$ cat src/rtl/pem_pkg.sv
package pem_pkg;
  localparam int CTL_W  = 4;
  localparam int CODE_W = 8;
  localparam int SID_W  = 2;
  localparam int ILEN_W = 2;

  localparam int CTL_BR_EN  = 0;
  localparam int CTL_FE_EN  = 1;
  localparam int CTL_BR_WIN = 2;
  localparam int CTL_NULL   = 3;

  localparam logic [CODE_W-1:0] CODE_BR   = 8'h80;
  localparam logic [CODE_W-1:0] CODE_FE   = 8'h40;
  localparam logic [CODE_W-1:0] CODE_NULL = 8'h04;
  localparam logic [CODE_W-1:0] CODE_KIND = CODE_BR | CODE_FE;

  typedef struct packed {
    logic              vld;
    logic              nul;
    logic [CODE_W-1:0] code;
    logic [ILEN_W-1:0] ilen;
  } evt_hdr_t;
endpackage

$ cat src/rtl/pem_win_match.sv
module pem_win_match #(
  parameter int ADDR_W = 64
) (
  input  logic [ADDR_W-1:0] lo,
  input  logic [ADDR_W-1:0] hi,
  input  logic [ADDR_W-1:0] addr,
  output logic              hit
);
  logic ge_lo, le_hi, wraps;

  always_comb begin
    ge_lo = (addr >= lo);
    le_hi = (addr <= hi);
    wraps = (lo > hi);
    hit   = wraps ? (ge_lo | le_hi) : (ge_lo & le_hi);
  end
endmodule

$ cat src/rtl/pem_evt_select.sv
module pem_evt_select
  import pem_pkg::*;
#(
  parameter int ADDR_W = 64
) (
  input  logic [CTL_W-1:0]  ctl_word,
  input  logic [SID_W-1:0]  space_id,
  input  logic              br_vld,
  input  logic [ADDR_W-1:0] br_from,
  input  logic [ILEN_W-1:0] br_ilen,
  input  logic              br_to_hit,
  input  logic              fe_vld,
  input  logic [ADDR_W-1:0] fe_addr,
  input  logic [ILEN_W-1:0] fe_ilen,
  input  logic              fe_hit,
  output evt_hdr_t          evt,
  output logic [ADDR_W-1:0] evt_addr
);
  logic br_q, fe_q;
  logic [CODE_W-1:0] sid_bits;

  always_comb begin
    sid_bits = CODE_W'(space_id);
    br_q = br_vld & ctl_word[CTL_BR_EN] & (~ctl_word[CTL_BR_WIN] | br_to_hit);
    fe_q = fe_vld & ctl_word[CTL_FE_EN] & fe_hit;

    evt      = '0;
    evt_addr = '0;
    if (fe_q) begin
      evt.vld  = 1'b1;
      evt.nul  = ctl_word[CTL_NULL];
      evt.code = CODE_FE | sid_bits
               | (ctl_word[CTL_NULL] ? CODE_NULL : '0)
               | (br_q ? CODE_BR : '0);
      evt.ilen = fe_ilen;
      evt_addr = fe_addr;
    end else if (br_q) begin
      evt.vld  = 1'b1;
      evt.code = CODE_BR | sid_bits;
      evt.ilen = br_ilen;
      evt_addr = br_from;
    end
  end
endmodule

$ cat src/rtl/pem_evt_record.sv
module pem_evt_record
  import pem_pkg::*;
#(
  parameter int ADDR_W = 64
) (
  input  logic              clk,
  input  logic              rst_n,
  input  evt_hdr_t          evt,
  input  logic [ADDR_W-1:0] evt_addr,
  input  logic              chk_vld,
  input  logic              exc_ack,
  output logic [CODE_W-1:0] pend_code,
  output logic [ADDR_W-1:0] pend_addr,
  output logic [ILEN_W-1:0] pend_ilen,
  output logic              nullify_req,
  output logic              exc_req,
  output logic [ILEN_W-1:0] exc_ilen
);
  logic              pend_en;
  logic [CODE_W-1:0] code_d;
  logic [ADDR_W-1:0] addr_d;
  logic [ILEN_W-1:0] ilen_d;
  logic              chk_hit;
  logic              null_d, exc_d;
  logic [ILEN_W-1:0] eilen_d;

  always_comb begin
    pend_en = evt.vld | exc_ack;
    code_d  = evt.vld ? evt.code : '0;
    addr_d  = evt.vld ? evt_addr : '0;
    ilen_d  = evt.vld ? evt.ilen : '0;
    chk_hit = chk_vld & (pend_code != '0);
    null_d  = evt.vld & evt.nul;
    exc_d   = null_d | chk_hit;
    if (null_d)       eilen_d = evt.ilen;
    else if (chk_hit) eilen_d = pend_ilen;
    else              eilen_d = '0;
  end

  always_ff @(posedge clk or negedge rst_n) begin
    if (!rst_n) begin
      pend_code <= '0;
      pend_addr <= '0;
      pend_ilen <= '0;
    end else if (pend_en) begin
      pend_code <= code_d;
      pend_addr <= addr_d;
      pend_ilen <= ilen_d;
    end
  end

  always_ff @(posedge clk or negedge rst_n) begin
    if (!rst_n) begin
      nullify_req <= 1'b0;
      exc_req     <= 1'b0;
      exc_ilen    <= '0;
    end else begin
      nullify_req <= null_d;
      exc_req     <= exc_d;
      exc_ilen    <= eilen_d;
    end
  end

  AST_NULL_RAISES_EXC: assert property (@(posedge clk) disable iff (!rst_n)
    nullify_req |-> exc_req);
  AST_ACK_EMPTIES: assert property (@(posedge clk) disable iff (!rst_n)
    (exc_ack && !evt.vld) |=> (pend_code == '0));
  AST_CHK_EMPTY_QUIET: assert property (@(posedge clk) disable iff (!rst_n)
    (chk_vld && pend_code == '0 && !evt.vld) |=> !exc_req);
  AST_CODE_HAS_KIND: assert property (@(posedge clk) disable iff (!rst_n)
    (pend_code != '0) |-> ((pend_code & CODE_KIND) != '0));
endmodule

$ cat src/rtl/pem_monitor.sv
module pem_monitor
  import pem_pkg::*;
#(
  parameter int ADDR_W = 64
) (
  input  logic              clk,
  input  logic              rst_n,
  input  logic [CTL_W-1:0]  ctl_word,
  input  logic [ADDR_W-1:0] win_lo,
  input  logic [ADDR_W-1:0] win_hi,
  input  logic [SID_W-1:0]  space_id,
  input  logic              br_vld,
  input  logic [ADDR_W-1:0] br_from,
  input  logic [ADDR_W-1:0] br_to,
  input  logic [ILEN_W-1:0] br_ilen,
  input  logic              fe_vld,
  input  logic [ADDR_W-1:0] fe_addr,
  input  logic [ILEN_W-1:0] fe_ilen,
  input  logic              chk_vld,
  input  logic              exc_ack,
  output logic [CODE_W-1:0] pend_code,
  output logic [ADDR_W-1:0] pend_addr,
  output logic [ILEN_W-1:0] pend_ilen,
  output logic              nullify_req,
  output logic              exc_req,
  output logic [ILEN_W-1:0] exc_ilen
);
  localparam int N_CMP = 2;

  logic [N_CMP-1:0][ADDR_W-1:0] cmp_addr;
  logic [N_CMP-1:0]             cmp_hit;
  evt_hdr_t                     evt;
  logic [ADDR_W-1:0]            evt_addr;

  assign cmp_addr[0] = br_to;
  assign cmp_addr[1] = fe_addr;

  for (genvar g = 0; g < N_CMP; g++) begin : g_win
    pem_win_match #(.ADDR_W(ADDR_W)) u_match (
      .lo   (win_lo),
      .hi   (win_hi),
      .addr (cmp_addr[g]),
      .hit  (cmp_hit[g])
    );
  end

  pem_evt_select #(.ADDR_W(ADDR_W)) u_sel (
    .ctl_word  (ctl_word),
    .space_id  (space_id),
    .br_vld    (br_vld),
    .br_from   (br_from),
    .br_ilen   (br_ilen),
    .br_to_hit (cmp_hit[0]),
    .fe_vld    (fe_vld),
    .fe_addr   (fe_addr),
    .fe_ilen   (fe_ilen),
    .fe_hit    (cmp_hit[1]),
    .evt       (evt),
    .evt_addr  (evt_addr)
  );

  pem_evt_record #(.ADDR_W(ADDR_W)) u_rec (
    .clk         (clk),
    .rst_n       (rst_n),
    .evt         (evt),
    .evt_addr    (evt_addr),
    .chk_vld     (chk_vld),
    .exc_ack     (exc_ack),
    .pend_code   (pend_code),
    .pend_addr   (pend_addr),
    .pend_ilen   (pend_ilen),
    .nullify_req (nullify_req),
    .exc_req     (exc_req),
    .exc_ilen    (exc_ilen)
  );

  AST_BR_DISABLED_NO_LOAD: assert property (@(posedge clk) disable iff (!rst_n)
    (br_vld && !fe_vld && !ctl_word[CTL_BR_EN] && !exc_ack) |=> $stable(pend_code));
  AST_FETCH_ADDR_WINS: assert property (@(posedge clk) disable iff (!rst_n)
    (evt.vld && fe_vld && cmp_hit[1] && ctl_word[CTL_FE_EN]) |=> (pend_addr == $past(fe_addr)));
endmodule

$ cat config.mk
export PLATFORM = sky130hd
export DESIGN_NAME = pem_monitor
export DESIGN_NICKNAME = d
export VERILOG_FILES = /design/src/rtl/pem_pkg.sv /design/src/rtl/pem_win_match.sv /design/src/rtl/pem_evt_select.sv /design/src/rtl/pem_evt_record.sv /design/src/rtl/pem_monitor.sv
export SDC_FILE = /design/constraint.sdc
export NUM_CORES = 1
export LEC_CHECK = 0
export ABC_AREA = 1
export BUFFER_PORTS_ARGS = -buffer_cell sky130_fd_sc_hd__buf_2
export CELL_PAD_IN_SITES_DETAIL_PLACEMENT = 1
export CELL_PAD_IN_SITES_GLOBAL_PLACEMENT = 1
export CORE_MARGIN = 5
export CORE_UTILIZATION = 39
export CTS_BUF_LIST = sky130_fd_sc_hd__clkbuf_4
export CTS_CLUSTER_DIAMETER = 200
export DETAILED_ROUTE_END_ITERATION = 16
export GPL_TIMING_DRIVEN = 0
export PLACE_DENSITY_LB_ADDON = 0.1
export SYNTH_ARGS = -nofsm -noshare
export SYNTH_HDL_FRONTEND = slang
export SYNTH_SLANG_ARGS = --single-unit
$ cat constraint.sdc
create_clock -name clk -period 2.2 [get_ports clk]
set_clock_uncertainty 0.1 [all_clocks]
set_input_delay 0.33 -clock clk [delete_from_list [all_inputs] [get_ports clk]]
set_output_delay 0.33 -clock clk [all_outputs]
set_load 0.05 [all_outputs]
# [Word level (Yosys, flattened, before mapping)]
# Cells that the tools add are included.
[totals] regBits=78 wordCells=44 out_inout_bits=78
[classes] bitwise=16 reduce_logical=1 n_mux=16 n_lt_le_gt_ge=5
[op_table] cell="$mux 64" count=3
[op_table] cell="$ge 64x64->1" count=2
[op_table] cell="$le 64x64->1" count=2
[op_table] cell="$gt 64x64->1" count=1
[op_table] cell="$mux 10" count=2
[op_table] cell="$mux 8" count=2
[op_table] cell="$and 1x1->1" count=8
[op_table] cell="$or 7x8->8" count=1
[op_table] cell="$or 8x8->8" count=1
[op_table] cell="$reduce_bool 8->1" count=1
[op_table] cell="$mux 2" count=3
[op_table] cell="$mux 1" count=5
[op_table] cell="$or 1x1->1" count=5
[op_table] cell="$mux 3" count=1
[op_table] cell="$not 1->1" count=1

# [Logic depth before layout (Yosys ltp)]
[logic_depth] ltp_word=9 mapped_depth=25 depth_no_buf=23

# [Cells and area by module]
# Synthesis repeated with hierarchy kept, for this count alone.
[unflattened] hier_cells=2045 hier_area_um2=13945.9
[modules_own_cells] module="pem_win_match" cells_per_inst=735 area_each_um2=4808.4 n_inst=2
[modules_own_cells] module="pem_evt_record" cells_per_inst=336 area_each_um2=3265.6 n_inst=1
[modules_own_cells] module="pem_evt_select" cells_per_inst=239 area_each_um2=1063.5 n_inst=1

# [Worst setup path before layout]
# Ideal clock, no wire load.
[synth_path] kind="input port to flip-flop" start="in win_lo[63]" end="reg u_rec.pend_ilen[1]" setup_time_ns=0.119 path_slack_ns=-0.200 t_arrival_ns=2.181 cell_stages=17 cell_sequence="inv_1 -> ha_1 -> nand2_1 -> nor2_1 -> nor3b_2 -> and2_1 -> and3_1 -> nand2_1 -> nand3_2 -> nor2_2 -> nor2_8 -> nand2_2 -> buf_6 -> buf_2 -> nor2_1 -> nor2_1 -> nand2_1"
[synth_between] elab_chain_len=8
[synth_rtl] item="start: declaration" line="pem_monitor.sv:9" rtl="input logic [ADDR_W-1:0] win_lo,"
[synth_rtl] item="$ge 64x64->1" line="pem_win_match.sv:12" rtl="ge_lo = (addr >= lo);"
[synth_rtl] item="$and 1x1->1 / $or 1x1->1 (equally long branches)" line="pem_win_match.sv:15" rtl="hit = wraps ? (ge_lo | le_hi) : (ge_lo & le_hi);"
[synth_rtl] item="$mux 1" line="pem_win_match.sv:15"
[synth_rtl] item="$or 1x1->1" line="pem_evt_select.sv:24" rtl="br_q = br_vld & ctl_word[CTL_BR_EN] & (~ctl_word[CTL_BR_WIN] | br_to_hit);"
[synth_rtl] item="$and 1x1->1" line="pem_evt_select.sv:24"
[synth_rtl] item="$mux 10 / $mux 1 (equally long branches)" line="pem_evt_select.sv:37" rtl="end else if (br_q) begin"
[synth_rtl] item="$mux 10 / $mux 1 (equally long branches)" line="pem_evt_select.sv:29" rtl="if (fe_q) begin"
[synth_rtl] item="$mux 2 / $or 1x1->1 (equally long branches)" line="pem_evt_record.sv:31, pem_evt_record.sv:28"
[synth_rtl] item="end signal: assignment" line="pem_evt_record.sv:48" rtl="pend_ilen <= ilen_d;"
[synth_rtl] item="end: declaration" line="pem_evt_record.sv:14" rtl="output logic [ILEN_W-1:0] pend_ilen,"
# Several ways; a longest one is shown, not always the timed one.
# A chain may end at the register's enable or synchronous reset.

# [Worst setup path after layout]
[layout_path] start="in win_hi[31]" end="reg u_rec.pend_addr[60]"
[layout_between] elab_chain_len=8
[layout_rtl] item="start: declaration" line="pem_monitor.sv:10" rtl="input logic [ADDR_W-1:0] win_hi,"
[layout_rtl] item="$le 64x64->1" line="pem_win_match.sv:13" rtl="le_hi = (addr <= hi);"
[layout_rtl] item="$and 1x1->1 / $or 1x1->1 (equally long branches)" line="pem_win_match.sv:15"
[layout_rtl] item="$mux 1" line="pem_win_match.sv:15"
[layout_rtl] item="$or 1x1->1" line="pem_evt_select.sv:24"
[layout_rtl] item="$and 1x1->1" line="pem_evt_select.sv:24"
[layout_rtl] item="$mux 64 / $mux 1 (equally long branches)" line="pem_evt_select.sv:37"
[layout_rtl] item="$mux 64 / $mux 1 (equally long branches)" line="pem_evt_select.sv:29"
[layout_rtl] item="$mux 64 / $or 1x1->1 (equally long branches)" line="pem_evt_record.sv:30, pem_evt_record.sv:28"
[layout_rtl] item="end signal: assignment" line="pem_evt_record.sv:47" rtl="pend_addr <= addr_d;"
[layout_rtl] item="end: declaration" line="pem_evt_record.sv:13" rtl="output logic [ADDR_W-1:0] pend_addr,"
# Several ways; a longest one is shown, not always the timed one.

==> flow_metrics.py <==
metrics = {
    "hold_path": {
        "hold_start": "fe_ilen[0]",
        "worstHoldPathCells": 3,
        "min_to": "u_rec.exc_ilen[0]$_DFF_PN0_",
        "hp-class": "in2reg",
    },
    "clock_tree": {
        "clock_latency_ns": 0.48,
        "cts_buffers": 9,
        "clkTransAtPathRegs_ns": 0.14,
        "cts-root-buf": "clkbuf_4",
        "clock-sinks": 75,
        "htree_num_levels": 3,
        "clock_path_buffers": 2,
        "cts_tree": "done",
    },
    "routing": {
        "totalWireLength_um": 53500,
        "drt_iter0_markers": 528,
        "dr.pass1.iters": 5,
        "viasPerCell": 5.35,
        "routedWlPerCell_um": 20.6,
        "postRouteAntennaNets": 0,
        "vias": 13900,
        "drc": 0,
    },
    "sta": {
        "final_hold_viol_count": 0,
        "fin_crit_ns": 2.56,
        "worst_pin_slew_ns": 0.605,
        "fmax_mhz": 391,
        "finalCritPeriodShare": 1.16,
        "drv_slew": 0,
        "worst_slack_ns": -0.357,
        "setup_tns_ns": -19.58,
        "relSlewSlack": 0.597,
        "setup_viol_count_final": 73,
        "rsz0062_at_grt": "yes",
    },
    "global_routing": {
        "grt_usage": 0.303,
        "grt_antenna_before_repair": 9,
        "grt_pass1_vias": 14800,
        "grt_pass1_wl_um": 80300,
        "grt_max_degree": 56,
        "grt.overflow.total": 0,
    },
    "critical_path": {
        "critPathKind": "in2reg",
        "cp.required_ns": 2.46,
        "crit_fanout": 10,
        "endpoint_kind": "register",
        "r2r_start": "u_rec.pend_code[1]$_DFFE_PN0P_",
        "worstReg2RegEnd": "u_rec.exc_ilen[1]$_DFF_PN0_",
        "reg2reg_slack_ns": 0.58,
        "arrival_ns": 2.82,
        "rr_worst_depth": 5,
        "start_kind": "input pin",
    },
    "placement": {
        "dp_cells": 2539,
        "place.port_buffers": 410,
        "post_dp_cell_area_um2": 14700,
        "place_congestion": 0.901,
        "hpwl_um": 44200,
        "place_ws_ns": -1.15,
    },
    "floorplanning": {
        "die_width_um": 184,
        "rows": 63,
        "start_util": 0.397,
        "io_pins": 414,
        "core_um2": 29700,
        "fp.dieH_um": 184,
        "die-area_um2": 33800,
    },
    "run_status": {
        "violations": "negative setup slack",
        "status": "complete, but fails checks",
    },
    "synthesis": {
        "yosysWarnings": 0,
        "postSynthCellCount": 1736,
        "synth_cell_types": 37,
        "synthArstFlopShare": 1.00,
        "postSynthRegisterBits": 75,
        "synth-seq-area-share": 0.159,
        "synth_area_um2": 11800,
        "syn_area_per_cell_um2": 6.79,
        "synth_top_flop_cell": "dfrtp_1",
        "synth_edf_count": 0,
    },
    "final_layout": {
        "final_common_cell": "nand2_1",
        "instances_no_fill": 2592,
        "layout.nets": 2851,
        "syn2layout_area_growth_pct": 40.7,
        "postLayoutCellArea_um2": 16600,
        "drive_above_1_share": 0.338,
        "final_cell_mix": "nand2_1 (400), buf_2 (392), ha_1 (281)",
        "fill_cells": 3897,
    },
    "pwr": {
        "powerDensity_nw_per_um2": 404,
        "power_uw": 6700,
        "vdd_drop_max_v": 0.000220,
        "power_leakage_uw": 0.00955,
    },
    "flow_run": {
        "cap_violations": 0,
    },
}
==> repair_timing <==
action | 4_1_cts | 5_1_grt
setup buffers | 18 | 7
gates cloned | 3 | 3
pin swaps | 52 | 35
hold endpoints to repair | 78 | 0
hold buffers | 4 | 0
setup endpoints to repair | 75 | 75
gates resized for setup | 260 | 79
==> power by group <==
| part | leakage, µW | switching, µW | total [µW] | internal, µW |
|---|---|---|---|---|
| registers | 0.000988 | 118 | 1680 | 1560 |
| logic | 0.00850 | 2710 | 4200 | 1490 |
| clock network | 0.0000627 | 587 | 823 | 237 |
==> registers in the layout, indices dropped and copies added (netlist names) <==
| register | count |
|---|---|
| u_rec.exc_ilen | 2 |
| u_rec.exc_req | 1 |
| u_rec.nullify_req | 1 |
| u_rec.pend_addr | 64 |
| u_rec.pend_code | 5 |
| u_rec.pend_ilen | 2 |
==> through the flow <==
stage | hold WS (ns) | util
5_1_grt | 0.0194 | 0.558
3_5_place_dp | 0.141 | 0.494
4_1_cts | 0.00992 | 0.545
3_3_place_gp | 0.399 | 0.493
6_report | 0.0222 | 0.558
2_1_floorplan | -0.0656 | -
==> worst max path at each step <==
| stage | start | end | depth (start not counted) |
|---|---|---|---|
| final | win_hi[31] | u_rec.pend_addr[60]$_DFFE_PN0P_ | 20 |
| after global routing | win_hi[31] | u_rec.pend_addr[60]$_DFFE_PN0P_ | 20 |
| after CTS | win_lo[61] | u_rec.pend_addr[19]$_DFFE_PN0P_ | 20 |
| after detailed placement | win_hi[63] | u_rec.pend_addr[29]$_DFFE_PN0P_ | 17 |
| after global placement | win_hi[63] | u_rec.pend_addr[27]$_DFFE_PN0P_ | 17 |
| after floorplan | win_lo[61] | u_rec.pend_ilen[1]$_DFFE_PN0P_ | 18 |
==> final cells by class <==
type | instances | area (µm²) | share of cell area
tap | 390 | 488 | 0.0294
buffer | 49 | 574 | 0.0346
clock inverter | 7 | 51.3 | 0.00309
timing repair buffer | 446 | 2630 | 0.159
inverter | 218 | 877 | 0.0529
antenna | 2 | 5.00 | 0.000302
clock buffer | 9 | 67.6 | 0.00407
sequential | 75 | 1880 | 0.113
multi-input combinational | 1396 | 10000 | 0.604
==> kinds of logic after synthesis <==
family / count (synthesis) / share of synthesized area
AND/OR/NAND/NOR: 832 / 0.300
adder cells (fa/ha/maj): 320 / 0.339
buffers and inverters: 267 / 0.0926
AO/OA/AOI/OAI: 241 / 0.108
flip-flops: 75 / 0.159
other: 1 / 0.000318
==> critical path: stages <==
cell and delay [ns]:
buf_2 0.08, inv_2 0.05, ha_1 0.29, nand2_1 0.09, nor2_2 0.11, nand4_1 0.26, nor4_4 0.40, nand2_1 0.11
nand2_1 0.07, nand2_1 0.06, nand2_1 0.08, nand2_1 0.07, nand2_1 0.09, nand2_2 0.07, nand2_4 0.10, buf_12 0.15
buf_12 0.14, nor2_2 0.05, nor2_1 0.13, nand2_1 0.08
==> Yosys cell counts, drive strengths merged, types with 2 or more instances <==
cell | instances | area, µm²
a21oi | 164 | 821
dfrtp | 75 | 1880
nor3b | 2 | 25.0
nand2 | 485 | 1840
o211ai | 4 | 30.0
nor2 | 171 | 663
and3 | 3 | 18.8
o21a | 14 | 105
nand4 | 96 | 601
o21ai | 50 | 250
nor4 | 8 | 50.1
a21o | 4 | 30.0
o21bai | 3 | 22.5
nor3 | 13 | 70.1
inv | 215 | 807
clkinv | 3 | 11.3
nand3 | 51 | 260
ha | 320 | 4000
clkbuf | 9 | 33.8
buf | 40 | 240
==> metal layers <==
metal  GRT usage  wire (µm)  vias to the layer above  part of all wire
met2       0.531      26100                      417              0.49
li1            -          -                     6747                 -
met4       0.131       2520                       14             0.047
met3      0.0574       3170                      131             0.059
met1       0.361      21600                     6561              0.40
met5           0         84                        -            0.0016
No activity file was read; power rests on OpenSTA's default activity.
